==> src/rtl/e1_ts16_pkg.sv <==
package e1_ts16_pkg;
  typedef struct packed {
    logic loss;
    logic ais;
    logic rmt;
  } ts16_flags_t;

  localparam int unsigned DEF_OCTET_W  = 8;
  localparam int unsigned DEF_MF_LEN   = 16;
  localparam int unsigned DEF_MISS_MAX = 2;
  localparam int unsigned DEF_ZRUN     = 16;
  localparam int unsigned DEF_AIS_MIN  = 4;
  localparam int unsigned DEF_RA_BIT   = 2;
endpackage

==> src/rtl/ts16_mf_align_mon.sv <==
module ts16_mf_align_mon #(
  parameter int unsigned OCTET_W  = 8,
  parameter int unsigned MISS_MAX = 2,
  parameter int unsigned ZRUN     = 16
) (
  input  logic               clk,
  input  logic               rst,
  input  logic               stb,
  input  logic               is_f0,
  input  logic [OCTET_W-1:0] octet,
  input  logic               cos_mode,
  output logic               loss,
  output logic               loss_ev
);
  localparam int unsigned ZW = $clog2(ZRUN + 1);
  localparam int unsigned MW = $clog2(MISS_MAX + 1);

  logic [ZW-1:0] zrun_q, zrun_d;
  logic [MW-1:0] miss_q, miss_d;
  logic          pat_ok, run_hit, loss_d;

  always_comb begin
    pat_ok = is_f0 && (octet[OCTET_W-1 -: 4] == 4'b0000);
    if (octet != '0)
      zrun_d = '0;
    else if (zrun_q == ZW'(ZRUN))
      zrun_d = zrun_q;
    else
      zrun_d = zrun_q + 1'b1;
    run_hit = (zrun_d == ZW'(ZRUN));

    miss_d = miss_q;
    if (is_f0) begin
      if (pat_ok)
        miss_d = '0;
      else if (miss_q != MW'(MISS_MAX))
        miss_d = miss_q + 1'b1;
    end

    loss_d = loss;
    if (run_hit || (miss_d == MW'(MISS_MAX)))
      loss_d = 1'b1;
    else if (pat_ok)
      loss_d = 1'b0;
  end

  always_ff @(posedge clk) begin
    if (rst) begin
      zrun_q  <= '0;
      miss_q  <= '0;
      loss    <= 1'b0;
      loss_ev <= 1'b0;
    end else if (stb) begin
      zrun_q  <= zrun_d;
      miss_q  <= miss_d;
      loss    <= loss_d;
      loss_ev <= cos_mode ? (loss_d != loss) : (loss_d && !loss);
    end else begin
      loss_ev <= 1'b0;
    end
  end
endmodule

==> src/rtl/ts16_ais_det.sv <==
module ts16_ais_det #(
  parameter int unsigned OCTET_W = 8,
  parameter int unsigned MF_LEN  = 16,
  parameter int unsigned AIS_MIN = 4,
  localparam int unsigned FN_W   = $clog2(MF_LEN)
) (
  input  logic               clk,
  input  logic               rst,
  input  logic               stb,
  input  logic [FN_W-1:0]    frame,
  input  logic [OCTET_W-1:0] octet,
  output logic               ais,
  output logic               ais_ev
);
  localparam int unsigned CW = $clog2(OCTET_W * MF_LEN + 1);

  logic [CW-1:0] cnt_q, zc, total;
  logic          quiet, quiet_prev, ais_d;
  logic          is_first, is_last;

  always_comb begin
    zc       = CW'(OCTET_W) - CW'($countones(octet));
    is_first = (frame == '0);
    is_last  = (frame == FN_W'(MF_LEN - 1));
    total    = (is_first ? '0 : cnt_q) + zc;
    quiet    = (total < CW'(AIS_MIN));
    ais_d    = ais;
    if (is_last) begin
      if (!quiet)
        ais_d = 1'b0;
      else if (quiet_prev)
        ais_d = 1'b1;
    end
  end

  always_ff @(posedge clk) begin
    if (rst) begin
      cnt_q      <= '0;
      quiet_prev <= 1'b0;
      ais        <= 1'b0;
      ais_ev     <= 1'b0;
    end else if (stb) begin
      cnt_q  <= total;
      ais    <= ais_d;
      ais_ev <= (ais_d != ais);
      if (is_last)
        quiet_prev <= quiet;
    end else begin
      ais_ev <= 1'b0;
    end
  end
endmodule

==> src/rtl/ts16_rmt_trk.sv <==
module ts16_rmt_trk #(
  parameter int unsigned OCTET_W = 8,
  parameter int unsigned RA_BIT  = 2
) (
  input  logic               clk,
  input  logic               rst,
  input  logic               stb,
  input  logic               is_f0,
  input  logic [OCTET_W-1:0] octet,
  output logic               rmt,
  output logic               rmt_ev
);
  logic take;

  assign take = stb && is_f0 && (octet[OCTET_W-1 -: 4] == 4'b0000);

  always_ff @(posedge clk) begin
    if (rst) begin
      rmt    <= 1'b0;
      rmt_ev <= 1'b0;
    end else begin
      rmt_ev <= take && (octet[RA_BIT] != rmt);
      if (take)
        rmt <= octet[RA_BIT];
    end
  end
endmodule

==> src/rtl/e1_ts16_alarm_mon.sv <==
module e1_ts16_alarm_mon
  import e1_ts16_pkg::*;
#(
  parameter int unsigned OCTET_W  = DEF_OCTET_W,
  parameter int unsigned MF_LEN   = DEF_MF_LEN,
  parameter int unsigned MISS_MAX = DEF_MISS_MAX,
  parameter int unsigned ZRUN     = DEF_ZRUN,
  parameter int unsigned AIS_MIN  = DEF_AIS_MIN,
  parameter int unsigned RA_BIT   = DEF_RA_BIT,
  localparam int unsigned FN_W    = $clog2(MF_LEN)
) (
  input  logic               clk,
  input  logic               rst,
  input  logic               ts16_valid,
  input  logic [OCTET_W-1:0] ts16_octet,
  input  logic [FN_W-1:0]    frame_num,
  input  logic               cos_mode,
  output logic               mf_loss,
  output logic               ais16,
  output logic               rmt_alarm,
  output logic               ev_mf_loss,
  output logic               ev_ais16,
  output logic               ev_rmt_alarm
);
  ts16_flags_t lvl, evt;
  logic        is_f0;

  assign is_f0 = (frame_num == '0);

  ts16_mf_align_mon #(
    .OCTET_W (OCTET_W),
    .MISS_MAX(MISS_MAX),
    .ZRUN    (ZRUN)
  ) u_align (
    .clk     (clk),
    .rst     (rst),
    .stb     (ts16_valid),
    .is_f0   (is_f0),
    .octet   (ts16_octet),
    .cos_mode(cos_mode),
    .loss    (lvl.loss),
    .loss_ev (evt.loss)
  );

  ts16_ais_det #(
    .OCTET_W(OCTET_W),
    .MF_LEN (MF_LEN),
    .AIS_MIN(AIS_MIN)
  ) u_ais (
    .clk   (clk),
    .rst   (rst),
    .stb   (ts16_valid),
    .frame (frame_num),
    .octet (ts16_octet),
    .ais   (lvl.ais),
    .ais_ev(evt.ais)
  );

  ts16_rmt_trk #(
    .OCTET_W(OCTET_W),
    .RA_BIT (RA_BIT)
  ) u_rmt (
    .clk   (clk),
    .rst   (rst),
    .stb   (ts16_valid),
    .is_f0 (is_f0),
    .octet (ts16_octet),
    .rmt   (lvl.rmt),
    .rmt_ev(evt.rmt)
  );

  assign mf_loss      = lvl.loss;
  assign ais16        = lvl.ais;
  assign rmt_alarm    = lvl.rmt;
  assign ev_mf_loss   = evt.loss;
  assign ev_ais16     = evt.ais;
  assign ev_rmt_alarm = evt.rmt;
endmodule

==> config.mk <==
export PLATFORM = sky130hd
export DESIGN_NAME = e1_ts16_alarm_mon
export DESIGN_NICKNAME = d
export VERILOG_FILES = /design/src/rtl/e1_ts16_pkg.sv /design/src/rtl/ts16_mf_align_mon.sv /design/src/rtl/ts16_ais_det.sv /design/src/rtl/ts16_rmt_trk.sv /design/src/rtl/e1_ts16_alarm_mon.sv
export SDC_FILE = /design/constraint.sdc
export NUM_CORES = 1
export LEC_CHECK = 0
export BUFFER_PORTS_ARGS = -buffer_cell sky130_fd_sc_hd__buf_2
export CORE_ASPECT_RATIO = 0.5
export CORE_MARGIN = 4
export CORE_UTILIZATION = 52
export CTS_CLUSTER_SIZE = 14
export DETAILED_ROUTE_END_ITERATION = 7
export PLACE_DENSITY_LB_ADDON = 0.2
export SYNTH_ARGS = -nofsm -noshare
export SYNTH_HDL_FRONTEND = slang
export SYNTH_HIERARCHICAL = 1
export SYNTH_SLANG_ARGS = --single-unit
==> constraint.sdc <==
create_clock -name clk -period 5.4 [get_ports clk]
set_input_delay 1.35 -clock clk [delete_from_list [all_inputs] [get_ports clk]]
set_output_delay 1.35 -clock clk [all_outputs]
set_load 0.01 [all_outputs]
# ---- Word level (Yosys, flattened, before mapping)
# Index checks and enable logic that the tools add are counted.
dict set report classes {
  addsub 11
  magnitude_cmp 1
  eq_ne 8
  mux 12
  bitwise 1
  reduce_logical 12
}
# operator count
set ops {}
lappend ops {{$add A8 B8 Y8} 4}
lappend ops {{$eq A5 B5 Y1 const B} 2}
lappend ops {{$mux W5} 2}
lappend ops {{$add A1 B1 Y2} 4}
lappend ops {{$logic_not A4 Y1} 2}
lappend ops {{$lt A8 B3 Y1 const B} 1}
lappend ops {{$mux W8} 1}
lappend ops {{$reduce_bool A8 Y1} 1}
lappend ops {{$sub A4 B8 Y8 const A} 1}
lappend ops {{$mux W1} 6}
lappend ops {{$mux W2} 3}
lappend ops {{$add A5 B1 Y5 const B} 1}
lappend ops {{$logic_and A1 B1 Y1} 5}
lappend ops {{$eq A4 B4 Y1 const B} 1}
lappend ops {{$ne A1 B1 Y1} 3}
lappend ops {{$add A2 B1 Y2 const B} 1}
lappend ops {{$eq A2 B2 Y1 const B} 1}
lappend ops {{$ne A2 B2 Y1 const B} 1}
lappend ops {{$reduce_and A2 Y1} 1}
lappend ops {{$reduce_or A2 Y1} 1}
lappend ops {{$logic_not A1 Y1} 1}
lappend ops {{$logic_or A1 B1 Y1} 1}
lappend ops {{$not A1 Y1} 1}
dict set report word_totals {
  regBits 22
  inputBits 16
  elab_cells 55
}

# ---- Longest topological paths before layout
dict set report depth {
  ltp_word 9
  depth_mapped 18
  ltp_nobuf 18
}

# ---- Modules after synthesis
# The synthesis kept the hierarchy.
# module instances cells_each area_per_inst_um2 seq_area_each_um2
set by_module_without_submodules {}
lappend by_module_without_submodules {ts16_ais_det 1 118 1017.2 220.2}
lappend by_module_without_submodules {ts16_mf_align_mon 1 78 646.9 180.2}
lappend by_module_without_submodules {ts16_rmt_trk 1 9 96.3 40.0}
lappend by_module_without_submodules {e1_ts16_alarm_mon 1 1 12.5 0.0}

# ---- Worst setup path before layout
# Ideal clock, no wire load.
dict set report synth_path {
  path_type {input to register}
  startpoint {in ts16_octet[0]}
  endpoint {reg u_ais.ais}
  setup_time_ns 0.079
  arrival_ns 5.242
  path_slack_ns 0.078
  stages 18
  cell_sequence {inv_1 -> fa_1 -> fa_1 -> fa_1 -> inv_1 -> ha_1 -> inv_1 -> fa_1 -> ha_1 -> ha_1 -> inv_1 -> fa_1 -> nand2b_1 -> a21oi_1 -> nand2_1 -> a2bb2oi_2 -> nand3_2 -> a211oi_2}
}
dict set report synth_between {
  elab_chain_len 8
}
# item line_no
set synth_lines {}
lappend synth_lines {{from (decl)} e1_ts16_alarm_mon.sv:15} ;# input logic [OCTET_W-1:0] ts16_octet,
lappend synth_lines {{$add A1 B1 Y2 (not written as such)} ts16_ais_det.sv:22} ;# zc = CW'(OCTET_W) - CW'($countones(octet));
lappend synth_lines {{$add A8 B8 Y8 (not written as such) (2 in a row)} ts16_ais_det.sv:22}
lappend synth_lines {{$sub A4 B8 Y8} ts16_ais_det.sv:22}
lappend synth_lines {{$add A8 B8 Y8} ts16_ais_det.sv:25} ;# total = (is_first ? '0 : cnt_q) + zc;
lappend synth_lines {{$lt A8 B3 Y1} ts16_ais_det.sv:26} ;# quiet = (total < CW'(AIS_MIN));
lappend synth_lines {{$mux W1} ts16_ais_det.sv:29} ;# if (!quiet)
lappend synth_lines {{$mux W1} ts16_ais_det.sv:28} ;# if (is_last) begin
lappend synth_lines {{to (signal assigned)} ts16_ais_det.sv:44} ;# ais <= ais_d;
lappend synth_lines {{to (decl)} ts16_ais_det.sv:12} ;# output logic ais,
# Every way passes these cells.
# A chain may end at the register's enable or synchronous reset.

# ---- Worst setup path in the final report
dict set report layout_path {
  startpoint {in ts16_octet[1]}
  endpoint {reg u_ais.ais}
}
# Same word-level chain as after synthesis.

==> summary.md <==
| Metric | Value |
|---|---|
| Status | complete, no violations |
| Clock root cell | clkbuf_8 |
| Simple-gate share of the synthesized area | 0.2484 |
| Synth Flop Type | dfxtp_1 |
| R2r endpoint | u_ais/ais |
| Fraction of layout cells with a size suffix above 1 | 0.2629 |
| Antenna-violating nets left | 0 |
| Crit-path max FO | 3 |
| DRT iter0 DRCs | 93 |
| Final hold vios | 0 |
| Number of antenna cells inserted | 0 |
| EDFF count, synth | 0 |
| Post-layout min period | 5.242 ns |
| Htree depth | 1 |
| Power Density | 422.3 nW/um^2 |
| Async SR Flop Fraction | 0 |
| Max Slew Vio Count | 0 |
| Largest buffer count on any clock path | 2 |
| Critical setup path kind | input port to flip-flop |
| GRT Total Usage | 0.1679 |
| Routed WL | ~3500 microns |
| Hold-fix buffers, CTS | 0 |
| Setup crit end kind | flip-flop |
| Drt drc | 0 |
| Number of port buffers | 21 |
| Core area | 3136 sq um |
| Worst reg-to-reg setup slack | around 3.1 ns |
| Slew @ Worst Pin | 0.6913 ns |
| Ports | 22 |
| Grt ovf | 0 |
| Num Clock Sinks | 22 |
| Placed Area | 1938 sq um |
| Synth Instances | ~200 |
| Die width | 90.58 microns |
| Ys Warns | 6 |
| Met2 GRT Util | 0.2822 |
| M1 GR Usage | 0.2207 |
| Clk_lat worst skew | around 0.26 ns |
| Leak | around 0.00092 uW |
| Synth cell types | 50 |
| Critical path data required time | around 5.6 ns |
| GR peak layer | met2 |
| CTS tree | built |
| Fmax | between 150 and 200 MHz |
| Area growth syn-to-layout | 15.60% |
| First-pass GRT wire length | 6168 microns |
| FF/Latch Area | approximately 440 sq um |
| Post-synth top area share | 0.2484 |
| Max-Cap Viols | 0 |
| Die height | about 49 microns |
| Largest family of logic cells by synthesized area | simple AND/OR/NAND/NOR gates |
| Setup crit end | u_ais/ais |
| Via count | between 1000 and 1500 |
| Fillers | 261 |
| Die area | roughly 4500 sq um |
| Grt met3 use | 0.04622 |
| Final Skew | 0.002827 ns |
| Largest net degree at the start of global routing | 31 |
| Multi-input logic area | 1224 sq um |
| DP HPWL | between 2000 and 3000 microns |
| Sequential area share after synthesis | 0.2484 |
| Crit. Startpoint | ts16_octet[1] |
| VDD IR max | between 0.3 and 0.4 mV |
| Setup Viol. Count Final | 0 |
| Vias in the first global route | 1385 |
| Vias/cell | around 5.5 |
| FF+latch count, synth | 22 |
| Num CTS Buffers | 3 |
| Post-Synth Adder-Cell Area | 0.1764 |
| Total Power | about 870 uW |
| R2r startpoint | u_ais/cnt_q[1] |
| Avg Synthesized Cell Area | approximately 8.6 sq um |
| Arr. time, crit path | about 5.4 ns |
| Synth Area in XOR/XNOR | 0.04446 |
| Nets | roughly 270 |
| Largest area contributor in the netlist | dfxtp_1 |
| Cell Area, Synth | 1773 sq um |
| Routed WL per cell | between 10 and 15 microns |
| Initial DRT Pass Iterations | 4 |
| Critical path launch point type | input port |
| Final Util | 0.6536 |
| Final instance area | about 2000 sq um |
| CTS clk-pin slew, worst paths | around 0.080 ns |
| Number of antenna violations at the first check in global routing | 0 |
| GP Congestion | about 0.81 |
| Cell Rows | 14 |
| Reg2Reg Depth | 11 |
| Top cells by area, synth | dfxtp_1, ha_1, inv_1 |
| Syn nets | ~240 |
| Period utilization | 0.9708 |
| Mux contribution to synthesized area | 0.04587 |
| Compound-gate portion of the synthesized area | 0.1510 |
| Worst hold-check path type | flip-flop to flip-flop |
| Starting Density | 0.5654 |
| Max transition margin | 0.5353 |
final cells by class:
| type | count | share of cell area |
|---|---|---|
| clock buffer | 4 | 0.02686 |
| inverter | 31 | 0.05678 |
| multi-input combinational | 147 | 0.5971 |
| sequential | 22 | 0.2149 |
| tap | 40 | 0.02442 |
| timing repair buffer | 28 | 0.07998 |
flip-flops by register name (all words and copies together) (netlist names):
signal / cells
u_align/zrun_q: 5
u_ais/quiet_prev: 1
u_align/miss_q: 2
u_rmt/rmt: 1
u_rmt/rmt_ev: 1
u_ais/cnt_q: 8
u_ais/ais: 1
u_align/loss: 1
u_ais/ais_ev: 1
u_align/loss_ev: 1
cell usage after synthesis, types with 2 or more instances:
cell type  count
a211oi_1       4
or4_4          3
nand2b_1       7
nor3b_1        2
xor2_1         7
ha_1          17
o21ai_0        3
nor2_1        13
clkbuf_1       3
dfxtp_1       22
nand3_1        5
a21oi_1       10
inv_1         31
xnor2_1        2
nand4_1        3
fa_1           5
a31oi_1        4
nand2_1       16
and3_1         3
and2_1         2
nor3_1         3
nor4_1         2
nor2b_1        3
nand3b_1       3
mux2i_1        7
a311oi_1       2
worst min-delay path by stage:
stage | startpoint | end | cells past startpoint
floorplan | u_align/miss_q[0] | u_align/miss_q[0] | 2
global placement | u_align/miss_q[0] | u_align/miss_q[0] | 2
detailed placement | u_align/miss_q[1] | u_align/miss_q[1] | 2
CTS | u_align/miss_q[1] | u_align/miss_q[1] | 2
global route | u_align/miss_q[0] | u_align/miss_q[0] | 2
finish | u_align/miss_q[1] | u_align/miss_q[1] | 2
what timing repair did:
action | CTS | global route
setup endpoints to repair | 1 | 5
gates resized for setup | 4 | 9
pin swaps | 2 | 7
buffers inserted | 0 | 1
through the flow:
stage	cells	hold slack, ns	setup slack, ns	TNS [ns]
2_1_floorplan	206	0.4401	0.07826	0
5_1_grt	272	0.4878	-0.07707	-0.1745
3_3_place_gp	267	0.4523	-0.2184	-0.7752
4_1_cts	271	0.4722	0.02876	0
6_report	272	0.4720	0.1579	0
3_5_place_dp	267	0.4597	-0.2753	-1.077
metal layers:
metal / wire (microns) / up-vias
met4: 47 / 0
met3: 88 / 6
met1: 1708 / 700
met5: 0 / -
met2: 1681 / 15
li1: - / 764
worst max-delay path, stage by stage:
cell and delay, ns:
buf_2 0.10, inv_1 0.06, fa_1 0.43, fa_1 0.51
fa_1 0.41, inv_1 0.07, ha_2 0.17, inv_2 0.04
fa_1 0.36, xor2_1 0.15, ha_1 0.31, ha_1 0.30
a211oi_2 0.28, o21bai_1 0.11, a21oi_1 0.19, xor2_1 0.23
nand3_2 0.16, a211oi_2 0.19
cell usage in the layout, fill, tap and decap left out, types with 2 or more instances in the layout:
cell type,count
a211oi_1,3
a211oi_2,2
a21oi_1,8
a311oi_1,2
a31oi_1,4
and2_1,2
and3_1,3
buf_2,20
buf_4,7
clkbuf_8,4
dfxtp_1,22
fa_1,4
ha_1,15
ha_2,2
inv_1,28
inv_2,3
mux2i_1,7
nand2_1,16
nand2b_1,6
nand3_1,5
nand3b_1,3
nand4_1,3
nor2_1,13
nor2b_1,3
nor3_1,3
nor3b_1,2
nor4_1,2
o21ai_0,3
or4_4,3
xnor2_1,2
xor2_1,6
cell families after synthesis:
logic type	after synthesis
AOI/OAI and AO/OA	35
buffers and inverters	37
xor gates and xnor gates	9
muxes	8
adders and majority gates	22
DFF	22
and+or+nand+nor	73
where the power goes:
part | total (uW) | switching (uW) | internal [uW] | leakage [uW]
clock | 120 | 55.3 | 65.1 | 0.0000288
combinational | 547 | 280 | 267 | 0.000710
sequential | 199 | 13.1 | 185 | 0.000179
total | 865 | 348 | 517 | 0.000917
No activity file was read; power rests on OpenSTA's default activity.
